--- config.mk ---
export PLATFORM = sky130hd
export DESIGN_NAME = wdg_window_monitor
export DESIGN_NICKNAME = d
export VERILOG_FILES = /design/src/rtl/wdg_pkg.sv /design/src/rtl/wdg_sync.sv /design/src/rtl/wdg_interval.sv /design/src/rtl/wdg_run.sv /design/src/rtl/wdg_window_monitor.sv
export SDC_FILE = /design/constraint.sdc
export NUM_CORES = 1
export LEC_CHECK = 0
export BUFFER_PORTS_ARGS = -buffer_cell sky130_fd_sc_hd__buf_2
export CAP_MARGIN = 40
export CORE_MARGIN = 5
export CORE_UTILIZATION = 50
export DETAILED_ROUTE_END_ITERATION = 10
export PLACE_DENSITY = 0.67
export SYNTH_ARGS = -nofsm -noshare
export SYNTH_HDL_FRONTEND = slang
export SYNTH_SLANG_ARGS = --single-unit
export TNS_END_PERCENT = 100
--- constraint.sdc ---
create_clock -name clk -period 2 [get_ports clk]
set_input_delay 0.2 -clock clk [delete_from_list [all_inputs] [get_ports clk]]
set_output_delay 0.2 -clock clk [all_outputs]
set_load 0.02 [all_outputs]
--- src/rtl/wdg_pkg.sv ---
package wdg_pkg;

    // Classification of one clock cycle by the interval measurer
    typedef enum logic [1:0] {
        IV_NONE = 2'd0,
        IV_GOOD = 2'd1,
        IV_BAD  = 2'd2
    } ivl_verdict_e;

endpackage

--- src/rtl/wdg_sync.sv ---
module wdg_sync #(
    parameter int STAGES = 2
) (
    input  logic clk,
    input  logic rst_n,
    input  logic async_i,
    output logic edge_o
);
    // sync_q[STAGES-1] is the synchronised level; sync_q[STAGES] is its previous value
    typedef struct packed {
        logic [STAGES:0] sync;
    } sync_state_t;

    sync_state_t st_d, st_q;

    always_comb begin
        st_d      = st_q;
        st_d.sync = {st_q.sync[STAGES-1:0], async_i};
    end

    always_ff @(posedge clk or negedge rst_n) begin
        if (!rst_n) st_q <= '0;
        else        st_q <= st_d;
    end

    assign edge_o = st_q.sync[STAGES] ^ st_q.sync[STAGES-1];

endmodule

--- src/rtl/wdg_interval.sv ---
module wdg_interval
    import wdg_pkg::*;
#(
    parameter int LO_CYC = 26,
    parameter int HI_CYC = 89,
    localparam int CW = $clog2(HI_CYC + 1)
) (
    input  logic          clk,
    input  logic          rst_n,
    input  logic          en,
    input  logic          edge_i,
    output ivl_verdict_e  verdict_o,
    output logic [CW-1:0] cnt_o
);
    localparam logic [CW-1:0] LO_V = CW'(LO_CYC);
    localparam logic [CW-1:0] HI_V = CW'(HI_CYC);

    typedef struct packed {
        logic [CW-1:0] cnt;
        logic          armed;
    } ivl_state_t;

    ivl_state_t   st_d, st_q;
    ivl_verdict_e verdict_d;

    always_comb begin
        st_d      = st_q;
        verdict_d = IV_NONE;
        if (!en) begin
            st_d = '0;
        end else if (edge_i) begin
            if (st_q.armed) begin
                verdict_d = (st_q.cnt > LO_V && st_q.cnt < HI_V) ? IV_GOOD : IV_BAD;
            end
            st_d.cnt   = CW'(1);
            st_d.armed = 1'b1;
        end else if (st_q.cnt == HI_V) begin
            // silence reached the ceiling: hold there and keep flagging
            verdict_d = IV_BAD;
        end else begin
            st_d.cnt = st_q.cnt + CW'(1);
        end
    end

    always_ff @(posedge clk or negedge rst_n) begin
        if (!rst_n) st_q <= '0;
        else        st_q <= st_d;
    end

    assign verdict_o = verdict_d;
    assign cnt_o     = st_q.cnt;

endmodule

--- src/rtl/wdg_run.sv ---
module wdg_run
    import wdg_pkg::*;
#(
    parameter int GOOD_RUN = 16,
    localparam int GW = $clog2(GOOD_RUN + 1)
) (
    input  logic          clk,
    input  logic          rst_n,
    input  logic          en,
    input  ivl_verdict_e  verdict_i,
    input  logic          fault_out_on,
    output logic          fail_o,
    output logic          ok_o,
    output logic [GW-1:0] good_o
);
    localparam logic [GW-1:0] RUN_V = GW'(GOOD_RUN);

    typedef struct packed {
        logic [GW-1:0] good;
        logic          fail;
    } run_state_t;

    run_state_t st_d, st_q;

    always_comb begin
        st_d = st_q;
        if (!en) begin
            st_d = '0;
        end else begin
            case (verdict_i)
                IV_BAD: begin
                    st_d.good = '0;
                    st_d.fail = 1'b1;
                end
                IV_GOOD: begin
                    if (st_q.good != RUN_V) st_d.good = st_q.good + GW'(1);
                    if (st_d.good == RUN_V) st_d.fail = 1'b0;
                end
                default: ;
            endcase
        end
    end

    always_ff @(posedge clk or negedge rst_n) begin
        if (!rst_n) st_q <= '0;
        else        st_q <= st_d;
    end

    assign fail_o = st_q.fail;
    assign ok_o   = en && fault_out_on && (st_q.good == RUN_V);
    assign good_o = st_q.good;

endmodule

--- src/rtl/wdg_window_monitor.sv ---
module wdg_window_monitor
    import wdg_pkg::*;
#(
    parameter int LO_CYC   = 26,
    parameter int HI_CYC   = 89,
    parameter int GOOD_RUN = 16,
    parameter int SYNC_STG = 2
) (
    input  logic clk,
    input  logic rst_n,
    input  logic en,
    input  logic trig_in,
    input  logic fault_out_on,
    output logic fail_req,
    output logic ok_req
);
    localparam int CW = $clog2(HI_CYC + 1);
    localparam int GW = $clog2(GOOD_RUN + 1);

    logic          edge_w;
    ivl_verdict_e  verdict_w;
    logic [CW-1:0] cnt_w;
    logic [GW-1:0] good_w;

    wdg_sync #(.STAGES(SYNC_STG)) u_sync (
        .clk     (clk),
        .rst_n   (rst_n),
        .async_i (trig_in),
        .edge_o  (edge_w)
    );

    wdg_interval #(.LO_CYC(LO_CYC), .HI_CYC(HI_CYC)) u_ivl (
        .clk       (clk),
        .rst_n     (rst_n),
        .en        (en),
        .edge_i    (edge_w),
        .verdict_o (verdict_w),
        .cnt_o     (cnt_w)
    );

    wdg_run #(.GOOD_RUN(GOOD_RUN)) u_run (
        .clk          (clk),
        .rst_n        (rst_n),
        .en           (en),
        .verdict_i    (verdict_w),
        .fault_out_on (fault_out_on),
        .fail_o       (fail_req),
        .ok_o         (ok_req),
        .good_o       (good_w)
    );

endmodule

==> impl_table.tex <==
\begin{tabular}{lr}
\hline
Metric & Value \\
\hline
\multicolumn{2}{l}{\textbf{Worst hold path}} \\
Cell count of the worst hold path & 2 \\
Worst min-delay path category & input port to flip-flop \\
\multicolumn{2}{l}{\textbf{CTS}} \\
TritonCTS clock tree & done \\
Clock buffers created by TritonCTS & 3 \\
Count of instances resized after the clock tree is built & 0 \\
Clock slew at the register clock pins of the worst setup and hold paths & 0.09 ns \\
Num Clock Sinks & 17 \\
Cell at the root of the clock tree & sky130\_fd\_sc\_hd\_\_clkbuf\_4 \\
Clock latency on the worst-skew pair & 0.29 ns \\
Number of buffers on the longest clock path & 2 \\
H-tree depth & 1 \\
\multicolumn{2}{l}{\textbf{Floorplan}} \\
Die H & 55.1 um \\
Die outline area & 3040 um2 \\
Die X-Extent & 55.1 um \\
Initial cell density of the core & 0.524 \\
Placeable Area & 1940 um2 \\
Row cnt & 16 \\
Number of top-level design ports & 7 \\
\multicolumn{2}{l}{\textbf{Synth}} \\
Sequential fraction of the synthesis area & 0.418 \\
Avg Synthesized Cell Area & 10.3 um2 \\
Net count after synthesis & 109 \\
EDFF count, synth & 0 \\
Post-synth top area share & 0.418 \\
Most repeated cell in the gate-level netlist after synthesis & sky130\_fd\_sc\_hd\_\_dfrtp\_1 \\
Fraction of synthesis flops using an asynchronous set or reset pin & 1.00 \\
Leading post-synthesis cells by cell area & sky130\_fd\_sc\_hd\_\_dfrtp\_1 42\%, sky130\_fd\_sc\_hd\_\_ha\_1 6.1\%, sky130\_fd\_sc\_hd\_\_xor2\_1 4.3\% \\
Commonest cells in the synthesized netlist & 17 x sky130\_fd\_sc\_hd\_\_dfrtp\_1, 8 x sky130\_fd\_sc\_hd\_\_nor2\_1, 7 x sky130\_fd\_sc\_hd\_\_nand3\_1 \\
Flip-flop cell with the highest count after synthesis & sky130\_fd\_sc\_hd\_\_dfrtp\_1 \\
Number of warning messages in the yosys log & 0 \\
Synthesized area & 1020 um2 \\
Distinct cell type count after synthesis & 39 \\
Synthesized flop and latch total & 17 \\
Number of instances in the synthesized netlist & 99 \\
Cell accounting for the most synthesized area & sky130\_fd\_sc\_hd\_\_dfrtp\_1 \\
\multicolumn{2}{l}{\textbf{Timing}} \\
Count of final hold-check violations & 0 \\
Max Transition Viols Final & 0 \\
Worst clock skew & 0.00144 ns \\
Final hold slack & 0.176 ns \\
Final cycle utilization of the critical path & 0.894 \\
Sum of negative setup slack & 0 ns \\
Number of endpoints failing setup at the final stage & 0 \\
Actual slew at the worst max-slew pin & 0.494 ns \\
Maximum clock rate & 559 MHz \\
Setup repair after global routing missed its margin & false \\
Min cycle time layout & 1.79 ns \\
Worst relative slew slack & 0.668 \\
\multicolumn{2}{l}{\textbf{Layout}} \\
Final Net Count & 122 \\
Util after Layout & 0.581 \\
Synth-to-Final Area Change & 10.8\% \\
Final standard cell count with taps included and fillers excluded & 138 \\
Ratio of cells with drive above 1 in the final layout & 0.180 \\
Final Instance Area & 1130 um2 \\
Diode count & 0 \\
\multicolumn{2}{l}{\textbf{GRT}} \\
Total congestion overflow after global routing & 0 \\
Wire length of the first global-routing pass & 3500 um \\
Largest net degree at the start of global routing & 18 \\
Vias in the first global route & 784 \\
GRT Overall Usage & 0.168 \\
Antenna violations before repair & 0 \\
\multicolumn{2}{l}{\textbf{Placement}} \\
Post-Place Cells & 132 \\
Cell area after placement & 1080 um2 \\
Routability-driven placement congestion ratio & 0.833 \\
PortBufs & 6 \\
Post-DP HPWL & 1400 um \\
\multicolumn{2}{l}{\textbf{Power}} \\
Highest ir drop seen on vdd & 516 uV \\
Ratio of total power to cell area & 530 nW/um2 \\
Leak & 0.454 nW \\
\multicolumn{2}{l}{\textbf{Detailed routing}} \\
Antenna Violating Nets Remaining & 0 \\
Total wire length & 1950 um \\
Routed vias/inst & 5.59 \\
TritonRoute pass-1 iters & 4 \\
Post-route DRC & 0 \\
Number of vias after detailed routing & 771 \\
Wirelength per Cell & 14.1 um \\
First-iteration detailed-routing DRC count & 18 \\
\multicolumn{2}{l}{\textbf{Setup path}} \\
Slowest stage delay, CP & 0.46 ns \\
Worst-path cell with the longest stage delay & sky130\_fd\_sc\_hd\_\_dfrtp\_1 \\
Number of cells traversed by the worst register-to-register path & 5 \\
Class of the most critical setup path & flip-flop to output port \\
Family of cells with the greatest summed delay on the critical path & flip-flops \\
Required @ worst endpoint & 1.80 ns \\
Worst setup EP type & output port \\
WP buf/inv & 2 \\
Critical path cell sequence & inv\_1 > ha\_1 > and4bb\_1 > and3\_1 > buf\_2 \\
Worst endpoint data arrival time & 1.59 ns \\
Startpoint type of the worst setup path & flip-flop \\
Maximum fanout count along the critical path & 7 \\
Number of logic stages on the critical path including buffering & 5 \\
\multicolumn{2}{l}{\textbf{Outcome}} \\
Outcome & finished clean \\
\multicolumn{2}{l}{\textbf{Run}} \\
Max-cap violations & 0 \\
\hline
\end{tabular}
-- layer usage --
layer / share of wire / vias to the layer above / track usage
li1: - / 384 / -
met5: 0 / - / 0
met2: 0.50 / 13 / 0.280
met4: 0.025 / 0 / 0.0850
met1: 0.44 / 369 / 0.205
met3: 0.032 / 5 / 0.0322
-- worst paths after layout --
path                            slack, ns                   startpoint                           to
worst max-delay path                 0.21  u_run.good_o[0]$_DFFE_PN0P_                       ok_req
worst min-delay path                 0.18                           en    u_ivl.st_q[0]$_DFFE_PN0P_
worst max register to register       0.24  u_run.good_o[0]$_DFFE_PN0P_     u_run.fail_o$_DFFE_PN0P_
worst min register to register       0.36     u_sync.st_q[0]$_DFF_PN0_     u_sync.st_q[1]$_DFF_PN0_
max in group asynchronous            1.37                        rst_n   u_ivl.cnt_o[3]$_DFFE_PN0P_
min in group asynchronous            0.36                        rst_n  u_run.good_o[1]$_DFFE_PN0P_
-- state kept, by name, indices dropped and copies added, names as in the netlist --
register,count
u_run.fail_o,1
u_ivl.cnt_o,7
u_ivl.st_q,1
u_sync.st_q,3
u_run.good_o,5
-- cells by family after synthesis --
| logic type | synth area share |
|---|---|
| and+or+nand+nor | 0.217 |
| AOI/OAI and AO/OA | 0.204 |
| DFF | 0.418 |
| xor gates and xnor gates | 0.0774 |
| buffers and inverters | 0.0221 |
| adders and majority gates | 0.0614 |
-- power by group --
group          total [mW]  internal, mW  switching [mW]
combinational      0.0508        0.0202          0.0307
clock               0.183        0.0777           0.105
sequential          0.365         0.353          0.0115
-- cell type report --
cell class              instances  area, um2
well taps                      27       33.8
repair buffers                  8       50.0
flip-flops and latches         17        425
multi-input cells              76        571
fillers                       186        813
clock buffers                   4       26.3
inverters                       6       22.5
-- cell usage in the layout (no fill, tap or decap), drive strengths merged, types with 3 or more instances in the layout --
cell / count
o21ai: 4
dfrtp: 17
a211oi: 3
nand3: 8
a21boi: 4
xnor2: 4
xor2: 5
nand4: 3
ha: 5
clkbuf: 4
nor2: 8
a21oi: 3
o211ai: 4
nand2: 6
buf: 6
inv: 5
-- metrics by stage --
| stage | setup WS [ns] | total power [mW] |
|---|---|---|
| finish | 0.212 | 0.598 |
| global route | 0.0856 | 0.633 |
| CTS | 0.199 | 0.601 |
| detailed placement | 0.245 | 0.420 |
| global placement | 0.287 | 0.420 |
| floorplan | 0.334 | 0.399 |
-- timing repair --
item	in CTS	in global routing
hold buffers	1	1
hold endpoints to repair	17	1
setup buffers	0	0
Note: power is estimated with default switching activity, not from simulation.
